### src/rtl/brsamp_pkg.sv
package brsamp_pkg;
    typedef enum logic [1:0] {
        ST_OFF     = 2'd0,
        ST_COLLECT = 2'd1,
        ST_HOLD    = 2'd2
    } bsb_state_t;

    localparam int CFG_EN_BIT  = 2;
    localparam int CFG_RSV_LO  = 3;
    localparam int CFG_VB_BIT  = 5;
    localparam int CFG_IDX_LO  = 16;
    localparam int CFG_SEL_LO  = 24;
    localparam int CFG_SEL_W   = 3;
endpackage

### src/rtl/brsamp_ctrl.sv
module brsamp_ctrl
    import brsamp_pkg::*;
#(
    parameter int DEPTH = 16,
    parameter int NCTR  = 6,
    localparam int IW   = $clog2(DEPTH)
) (
    input  logic                 clk,
    input  logic                 rst_n,
    input  logic                 cfg_wr,
    input  logic                 wr_en,
    input  logic                 wr_vb,
    input  logic [IW-1:0]        wr_idx,
    input  logic [CFG_SEL_W-1:0] wr_sel,
    input  logic                 br_valid,
    input  logic [NCTR-1:0]      ovf_in,
    output logic                 en,
    output logic                 vb,
    output logic [IW-1:0]        idx,
    output logic [CFG_SEL_W-1:0] sel,
    output logic                 cap_we,
    output logic                 irq,
    output bsb_state_t           state
);
    localparam logic [IW-1:0] LAST = IW'(DEPTH - 1);

    bsb_state_t           st_q, st_n;
    logic [IW-1:0]        idx_q;
    logic                 vb_q;
    logic [CFG_SEL_W-1:0] sel_q;
    logic                 irq_q;
    logic                 release_now;
    logic                 ovf_hit;
    logic                 at_last;

    // Pick the overflow of the selected counter; selects past NCTR never hit.
    always_comb begin
        ovf_hit = 1'b0;
        for (int k = 0; k < NCTR; k++) begin
            if (sel_q == CFG_SEL_W'(k) && ovf_in[k]) ovf_hit = 1'b1;
        end
    end

    assign en      = (st_q != ST_OFF);
    assign cap_we  = en && br_valid && !cfg_wr;
    assign at_last = (idx_q == LAST);

    // Next state and interrupt release
    always_comb begin
        st_n        = st_q;
        release_now = 1'b0;
        unique case (st_q)
            ST_OFF: begin
                if (ovf_hit) release_now = 1'b1;
                if (cfg_wr && wr_en) st_n = ST_COLLECT;
            end
            ST_COLLECT: begin
                if (cfg_wr) begin
                    if (!wr_en)       st_n = ST_OFF;
                    else if (ovf_hit) st_n = ST_HOLD;
                end else if (cap_we && at_last) begin
                    st_n = ST_OFF;
                    if (ovf_hit) release_now = 1'b1;
                end else if (ovf_hit) begin
                    st_n = ST_HOLD;
                end
            end
            ST_HOLD: begin
                if (cfg_wr) begin
                    if (!wr_en) begin
                        st_n        = ST_OFF;
                        release_now = 1'b1;
                    end
                end else if (cap_we && at_last) begin
                    st_n        = ST_OFF;
                    release_now = 1'b1;
                end
            end
            default: st_n = ST_OFF;
        endcase
    end

    // State register
    always_ff @(posedge clk) begin
        if (!rst_n) st_q <= ST_OFF;
        else        st_q <= st_n;
    end

    // Output-side registers: index, valid flag, select, interrupt
    always_ff @(posedge clk) begin
        if (!rst_n) begin
            idx_q <= '0;
            vb_q  <= 1'b0;
            sel_q <= '0;
            irq_q <= 1'b0;
        end else begin
            irq_q <= release_now;
            if (cfg_wr) begin
                idx_q <= wr_idx;
                vb_q  <= wr_vb;
                sel_q <= wr_sel;
            end else if (cap_we) begin
                idx_q <= at_last ? '0 : idx_q + IW'(1);
                vb_q  <= 1'b1;
            end
        end
    end

    assign vb    = vb_q;
    assign idx   = idx_q;
    assign sel   = sel_q;
    assign irq   = irq_q;
    assign state = st_q;
endmodule

### src/rtl/brsamp_store.sv
module brsamp_store #(
    parameter int DEPTH = 16,
    parameter int AW    = 48,
    parameter int DW    = 64,
    parameter int RAW   = 6,
    parameter int BASE  = 32,
    localparam int IW   = $clog2(DEPTH)
) (
    input  logic           clk,
    input  logic           rst_n,
    input  logic           sw_we,
    input  logic [RAW-1:0] sw_addr,
    input  logic [DW-1:0]  sw_wdata,
    input  logic           cap_we,
    input  logic [IW-1:0]  cap_idx,
    input  logic [AW-1:0]  cap_from,
    input  logic [AW-1:0]  cap_to,
    output logic [DW-1:0]  rd_data
);
    logic [DEPTH-1:0][AW-1:0] src_bus;
    logic [DEPTH-1:0][AW-1:0] dst_bus;

    for (genvar i = 0; i < DEPTH; i++) begin : g_slot
        logic [AW-1:0] src_q;
        logic [AW-1:0] dst_q;
        logic          cap_hit;

        assign cap_hit = cap_we && (cap_idx == IW'(i));

        always_ff @(posedge clk) begin
            if (!rst_n) begin
                src_q <= '0;
                dst_q <= '0;
            end else if (cap_hit) begin
                src_q <= cap_from;
                dst_q <= cap_to;
            end else if (sw_we) begin
                if (sw_addr == RAW'(BASE + 2 * i))     src_q <= sw_wdata[AW-1:0];
                if (sw_addr == RAW'(BASE + 2 * i + 1)) dst_q <= sw_wdata[AW-1:0];
            end
        end

        assign src_bus[i] = src_q;
        assign dst_bus[i] = dst_q;
    end

    logic [RAW-1:0] off;
    logic [IW-1:0]  ent;
    logic           in_range;

    assign off      = sw_addr - RAW'(BASE);
    assign ent      = off[IW:1];
    assign in_range = (sw_addr >= RAW'(BASE)) && (off < RAW'(2 * DEPTH));

    always_comb begin
        rd_data = '0;
        if (in_range) begin
            rd_data[AW-1:0] = off[0] ? dst_bus[ent] : src_bus[ent];
        end
    end
endmodule

### src/rtl/brsamp_buf.sv
module brsamp_buf
    import brsamp_pkg::*;
#(
    parameter int DEPTH      = 16,
    parameter int AW         = 48,
    parameter int DW         = 64,
    parameter int RAW        = 6,
    parameter int NCTR       = 6,
    parameter int ENTRY_BASE = 32,
    localparam int IW        = $clog2(DEPTH)
) (
    input  logic            clk,
    input  logic            rst_n,
    input  logic            reg_wr,
    input  logic [RAW-1:0]  reg_addr,
    input  logic [DW-1:0]   reg_wdata,
    output logic [DW-1:0]   reg_rdata,
    input  logic            br_valid,
    input  logic [AW-1:0]   br_from,
    input  logic [AW-1:0]   br_to,
    input  logic [NCTR-1:0] ovf_in,
    output logic            irq
);
    logic                 cfg_sel_addr;
    logic                 cfg_wr;
    logic                 en;
    logic                 vb;
    logic [IW-1:0]        idx;
    logic [CFG_SEL_W-1:0] sel;
    logic                 cap_we;
    bsb_state_t           state;
    logic [DW-1:0]        cfg_word;
    logic [DW-1:0]        slot_rd;

    assign cfg_sel_addr = (reg_addr == '0);
    assign cfg_wr       = reg_wr && cfg_sel_addr;

    brsamp_ctrl #(.DEPTH(DEPTH), .NCTR(NCTR)) u_ctrl (
        .clk      (clk),
        .rst_n    (rst_n),
        .cfg_wr   (cfg_wr),
        .wr_en    (reg_wdata[CFG_EN_BIT]),
        .wr_vb    (reg_wdata[CFG_VB_BIT]),
        .wr_idx   (reg_wdata[CFG_IDX_LO +: IW]),
        .wr_sel   (reg_wdata[CFG_SEL_LO +: CFG_SEL_W]),
        .br_valid (br_valid),
        .ovf_in   (ovf_in),
        .en       (en),
        .vb       (vb),
        .idx      (idx),
        .sel      (sel),
        .cap_we   (cap_we),
        .irq      (irq),
        .state    (state)
    );

    brsamp_store #(
        .DEPTH(DEPTH), .AW(AW), .DW(DW), .RAW(RAW), .BASE(ENTRY_BASE)
    ) u_store (
        .clk      (clk),
        .rst_n    (rst_n),
        .sw_we    (reg_wr && !cfg_sel_addr),
        .sw_addr  (reg_addr),
        .sw_wdata (reg_wdata),
        .cap_we   (cap_we),
        .cap_idx  (idx),
        .cap_from (br_from),
        .cap_to   (br_to),
        .rd_data  (slot_rd)
    );

    always_comb begin
        cfg_word                                = '0;
        cfg_word[CFG_RSV_LO +: 2]               = 2'b11;
        cfg_word[CFG_EN_BIT]                    = en;
        cfg_word[CFG_VB_BIT]                    = vb;
        cfg_word[CFG_IDX_LO +: IW]              = idx;
        cfg_word[CFG_SEL_LO +: CFG_SEL_W]       = sel;
    end

    assign reg_rdata = cfg_sel_addr ? cfg_word : slot_rd;
endmodule

### config.mk
export PLATFORM = sky130hd
export DESIGN_NAME = brsamp_buf
export DESIGN_NICKNAME = d
export VERILOG_FILES = /design/src/rtl/brsamp_pkg.sv /design/src/rtl/brsamp_ctrl.sv /design/src/rtl/brsamp_store.sv /design/src/rtl/brsamp_buf.sv
export SDC_FILE = /design/constraint.sdc
export NUM_CORES = 2
export LEC_CHECK = 0
export CAP_MARGIN = 25
export CORE_UTILIZATION = 55
export CTS_BUF_LIST = sky130_fd_sc_hd__clkbuf_8
export CTS_CLUSTER_SIZE = 25
export DETAILED_ROUTE_END_ITERATION = 10
export HOLD_SLACK_MARGIN = 0.15
export PLACE_DENSITY = 0.75
export SYNTH_ARGS = -nofsm -noshare
export SYNTH_HDL_FRONTEND = slang
export SYNTH_SLANG_ARGS = --single-unit
### constraint.sdc
create_clock -name clk -period 4.4 [get_ports clk]
set_clock_uncertainty 0.2 [all_clocks]
set_input_delay 1.32 -clock clk [delete_from_list [all_inputs] [get_ports clk]]
set_output_delay 1.32 -clock clk [all_outputs]
set_load 0.01 [all_outputs]
## Word level (Yosys, flattened, before mapping)

Index checks and enable logic that the tools add are counted.

- Output and inout port bits: 65
- Input bits: 176
- Memories: 0
- Bits in latches: 0
- Logic and storage cells: 346
- Memory bits (read-only): 0
- Flip-flop bits (word level): 1547
- Memory bits (writable): 0

- Reductions and logical operators: 117
- Multiplexer cells: 130
- Bitwise gates (word level): 0
- Order comparisons: 3
- Multipliers: 0
- Divide/modulo/power cells: 0
- Add/subtract/negate cells: 2
- Equality and inequality tests: 57
- Shift operators: 0

Operators with widths:

| kind | count |
|---|---|
| $mux 48 | 101 |
| $bmux 48 s4 | 2 |
| $eq 6x6->1 const B | 32 |
| $reduce_bool 2->1 | 50 |
| $reduce_and 2->1 | 32 |
| $eq 4x4->1 const B | 8 |
| $logic_and 1x1->1 | 28 |
| $eq 4x3->1 const B | 4 |
| $mux 2 | 8 |
| $mux 1 | 14 |
| $mux 4 | 3 |
| $eq 4x2->1 const B | 2 |
| $eq 3x2->1 const B | 2 |
| $eq 3x3->1 const B | 2 |
| $ge 6x6->1 const B | 1 |
| $logic_not 6->1 | 1 |
| $lt 6x6->1 const B | 1 |
| $pmux 2 s3 | 1 |
| $sub 6x6->6 const B | 1 |
| $lt 4x5->1 const B | 1 |
| $add 4x1->4 const B | 1 |
| $eq 4x1->1 const B | 1 |
| $logic_not 4->1 | 1 |
| $eq 3x1->1 const B | 1 |
| 10 further kinds | 11 |

## Longest topological paths before layout

- Depth after elaboration: 12
- Mapped depth: 9
- Depth with buffers taken out: 6

## Cells and area by module

A second synthesis with hierarchy kept.

- Cell total of the unflattened synthesis: 9295
- Area total of the unflattened synthesis: 81314.2 µm²

Modules (own cells, without submodules):

| module | area an instance (µm²) | cells an instance | seq. area each (µm²) | times used |
|---|---|---|---|---|
| brsamp_store | 80128.1 | 9153 | 30749.5 | 1 |
| brsamp_ctrl | 599.3 | 65 | 220.2 | 1 |
| brsamp_buf | 586.8 | 77 | 0.0 | 1 |

## Least setup slack after synthesis

Ideal clock, no wire load.

- Path kind: input to output
- Start: input port reg_addr[2]
- End: output port reg_rdata[10]
- Path slack: -0.207 ns
- Stages: 7
- Path buffers: 4
- Data required time: 2.880 ns
- Data arrival time: 3.087 ns
- Cell sequence: buf_2 -> buf_4 -> buf_4 -> buf_2 -> mux4_2 -> a221oi_1 -> o22ai_1

- Word-level cells in the longest chain between the ends: 6
- Elaborated cells on any way between the ends: 12
- Classes of those cells: add/sub: 1; order compare: 2; mux: 7; reduce/logical: 2

RTL lines:

| item | RTL line | RTL |
|---|---|---|
| start, declared | brsamp_buf.sv:15 | `input logic [RAW-1:0] reg_addr,` |
| $sub 6x6->6 | brsamp_store.sv:51 | `assign off = sw_addr - RAW'(BASE);` |
| $bmux 48 s4 | brsamp_store.sv:58 | `rd_data[AW-1:0] = off[0] ? dst_bus[ent] : src_bus[ent];` |
| $mux 48 (implied by the code) | brsamp_store.sv:58 |  |
| $mux 48 | brsamp_store.sv:58 |  |
| $mux 48 | brsamp_store.sv:57 | `if (in_range) begin` |
| $mux 48 * | brsamp_buf.sv:81 | `assign reg_rdata = cfg_sel_addr ? cfg_word : slot_rd;` |
| end, declared | brsamp_buf.sv:17 | `output logic [DW-1:0] reg_rdata,` |

Mark *: on every way between the ends. The rest lies on a longest branch, timed or not. The select of a mux whose other input is x is not followed.

## Worst setup path after layout

- Start: input port reg_addr[2]
- End: output port reg_rdata[16]

The elaborated chain is that of the path after synthesis.

==> metrics.yaml <==
status: "finished with violations"
violated_checks: "negative setup slack"
dp.cells: 9786
seq_area_frac_synth_pct: 37.7
synth_cell_area_um2: 82100
vias_in_the_first_global_route: 70495
cts.path.max_buffers: 4
place.detailed.hpwl_um: 167000
finalWeightedCongestion: 0.906
post_synth_inst_count: 8286
regToRegStartpoint: "u_ctrl.state[1]$_SDFFE_PN0P_"
worst_hold_startpoint: "u_ctrl.sel[1]$_SDFFE_PN0P_"
timing.setup.critical_path_class: "in -> out"
drt-initial-drc-count: 9812
drive_gt1_share_pct: 21.5
final-setup-viol-count: 48
yosysWarningCount: 0
avgSynthCellArea_um2: 9.91
design.final.nets: 8506
yosysTopAreaCellShare_pct: 37.7
totalWireLength_um: 300000
antenna_found_initial: 21
crit_arrival_ns: 3.30
die_area_um2: 151000
fillCellCount: 10652
edff_count_synth: 0
clock_tree_from_tritoncts: "built"
ir_worst_vdd_mv: 0.291
drc: 0
relSlewSlack_pct: 32.6
finalHoldWorstSlack_ns: 0.330
flow.area_growth_from_synthesis_pct: 18.5
timing.reg2reg.setup_slack_ns: 1.69
timing.final.crit_period_ns: 4.82
max_freq_mhz: 208
portbufs: 208
max_cap_viol_count: 0
worst-endpoint-required_ns: 2.88
report.final.slew_viol_count: 0
worst_skew_pair.late_latency_ns: 1.05
yosysUniqueCellTypes: 55
layout.core_utilization_pct: 65.7
setup_repair_after_global_routing_missed_its_margin: "true"
coreArea_um2: 148000
ff2ff_path_depth: 5
synth_area_leaders: "sky130_fd_sc_hd__dfxtp_1, sky130_fd_sc_hd__mux2i_1, sky130_fd_sc_hd__a211oi_1"
regToRegEndpoint: "u_store.g_slot[2].src_q[7]$_SDFFE_PN0P_"
floorplan.die.width_um: 388
synth_flop_cell: "sky130_fd_sc_hd__dfxtp_1"
start_kind: "input port"
final.setup.worst_slack_ns: -0.415
hold-path-cell-count: 2
ys_ff_latch: 1547
hold-path-endpoint: "u_ctrl.sel[1]$_SDFFE_PN0P_"
globalRoute.totalOverflow: 0
cts.sink_count: 1547
maximum_number_of_pins_on_one_net_before_global_route_repair: 104
fin_total_pwr_uw: 30400
highest_fanout_seen_on_the_critical_path: 7
grt_util_all_layers_pct: 38.2
drtAntennaViolNets: 0
cts_buffers: 279
hold_fix_buffers_at_cts: 0
placement_row_count: 141
yosys.area.top_type: "sky130_fd_sc_hd__dfxtp_1"
p_leak_uw: 0.0323
min-delay-path-class: "reg -> reg"
async_set_reset_flop_share_out_of_synthesis_pct: 0
layout_worst_path_cycle_share_pct: 109
vias_per_cell: 6.93
ctsRootBufferMaster: "sky130_fd_sc_hd__clkbuf_8"
endpoint_kind: "output pin"
layoutNonFillerInstCount: 10449
power.density_cell_area_nw_per_um2: 313
clkTransAtPathRegs_ns: 0.06
setup-tns-final_ns: -14.49
vias: 72412
report.final.hold_viol_count: 0
worst-slew-pin-transition_ns: 1.01
dieHeight_um: 388
effective_utilization_at_floorplan_pct: 55.5
wl_per_cell_um: 28.7
floorplan.io_pins: 241
total_number_of_h_tree_levels: 5
drt_first_pass_iters: 6
grt_pass1_wl_um: 443000
## routing by layer
layer  global-route usage [%]  part of all wire [%]  vias up
met5                        0                 0.022        -
met1                     48.3                    37    35179
met4                     24.8                   6.9       10
met2                     57.3                    44     5268
li1                         -                     -    30700
met3                     10.6                    13     1255
## report_power, final
part	total (uW)	switching, uW	internal (uW)
clock	13600	6240	7410
combinational	2670	1610	1060
sequential	14100	37.8	14100
total	30400	7890	22500
## synth_stat cells, drive strengths merged, types with 5 or more instances
| master | count |
|---|---|
| nor2b | 7 |
| a22o | 37 |
| o22ai | 38 |
| nand2 | 37 |
| a221oi | 48 |
| mux2i | 1629 |
| clkbuf | 629 |
| nor3 | 35 |
| o21ai | 6 |
| nand4 | 15 |
| o211ai | 26 |
| a211o | 5 |
| dfxtp | 1547 |
| a211oi | 1540 |
| nor2 | 1590 |
| a21oi | 57 |
| mux2 | 47 |
| a22oi | 19 |
| buf | 563 |
| nand2b | 5 |
| nand3 | 8 |
| mux4 | 354 |
| o221ai | 11 |
## sequential cells by signal, indices dropped and copies added, names as in the netlist
signal	cells
u_ctrl.idx	4
u_ctrl.vb	1
u_ctrl.sel	3
u_ctrl.state	2
u_ctrl.irq	1
u_store.g_slot.src_q	768
u_store.g_slot.dst_q	768
## worst max-delay path, stage by stage
cell,delay (ns)
sky130_fd_sc_hd__buf_16,0.15
sky130_fd_sc_hd__buf_16,0.16
sky130_fd_sc_hd__mux4_2,0.49
sky130_fd_sc_hd__mux2_2,0.28
sky130_fd_sc_hd__o211ai_1,0.30
sky130_fd_sc_hd__o211ai_1,0.34
sky130_fd_sc_hd__buf_2,0.25
## area by class of cell
cell class,count,area [um2],share of cell area (%)
clock buffers,344,4730,4.87
flip-flops and latches,1547,31000,31.8
repair buffers,936,11600,11.9
diodes,16,40.0,0.0412
multi-input cells,5558,46800,48.2
clock inverters,114,669,0.688
inverters,4,22.5,0.0232
well taps,1930,2410,2.48
## logic make-up (layout without fill, tap and decap cells)
family | Yosys count | after routing | share of synthesized area [%]
fa+ha+maj | 4 | 4 | 0.0610
flops | 1547 | 1547 | 37.7
simple gates | 1714 | 1714 | 8.34
buf+inv | 1196 | 1398 | 6.72
compound gates | 1793 | 1793 | 16.9
xor+xnor | 1 | 1 | 0.0107
mux | 2030 | 2030 | 30.2
other cells | 1 | 32 | 0.00457
## how the worst max path moves through the flow
stage                startpoint            end  slack, ns  depth (start not counted)
detailed placement  reg_addr[2]  reg_rdata[13]      -1.01                          9
finish              reg_addr[2]  reg_rdata[16]      -0.42                          7
floorplan           reg_addr[3]  reg_rdata[27]      -0.03                          8
CTS                 reg_addr[2]  reg_rdata[18]      -0.38                          8
global route        reg_addr[2]  reg_rdata[25]      -0.43                          9
global placement    reg_addr[2]  reg_rdata[13]      -1.03                          9
## placed cells by master (no fill, tap or decap), drive strengths merged, types with 5 or more instances in the layout
cell type / count
o221ai: 11
nand2: 37
nor2b: 7
nand4: 15
nand3: 8
a211o: 5
clkinvlp: 7
o22ai: 38
a22o: 37
a21oi: 57
a22oi: 19
buf: 771
clkdlybuf4s50: 154
conb: 16
bufinv: 7
a221oi: 48
mux2: 47
nor3: 35
mux4: 354
dfxtp: 1547
o21ai: 6
nand2b: 5
o211ai: 26
mux2i: 1629
clkbuf: 351
clkinv: 18
a211oi: 1540
diode: 16
nor2: 1590
inv: 86
## stage by stage
| step | cell area [um2] | setup slack (ns) |
|---|---|---|
| after floorplan | 82300 | -0.0263 |
| after global placement | 88300 | -1.03 |
| after detailed placement | 88300 | -1.01 |
| after CTS | 96400 | -0.376 |
| after global routing | 97300 | -0.434 |
| final | 97300 | -0.415 |
## timing repair
action                                 in CTS  in global routing
pin swaps                                  94                 80
buffers inserted                          126                 60
endpoints found under the hold margin       0                  0
setup endpoints to repair                  48                 48
gates cloned                               19                  7
gates resized for setup                   450                 91
(Power assumes the default switching activity.)
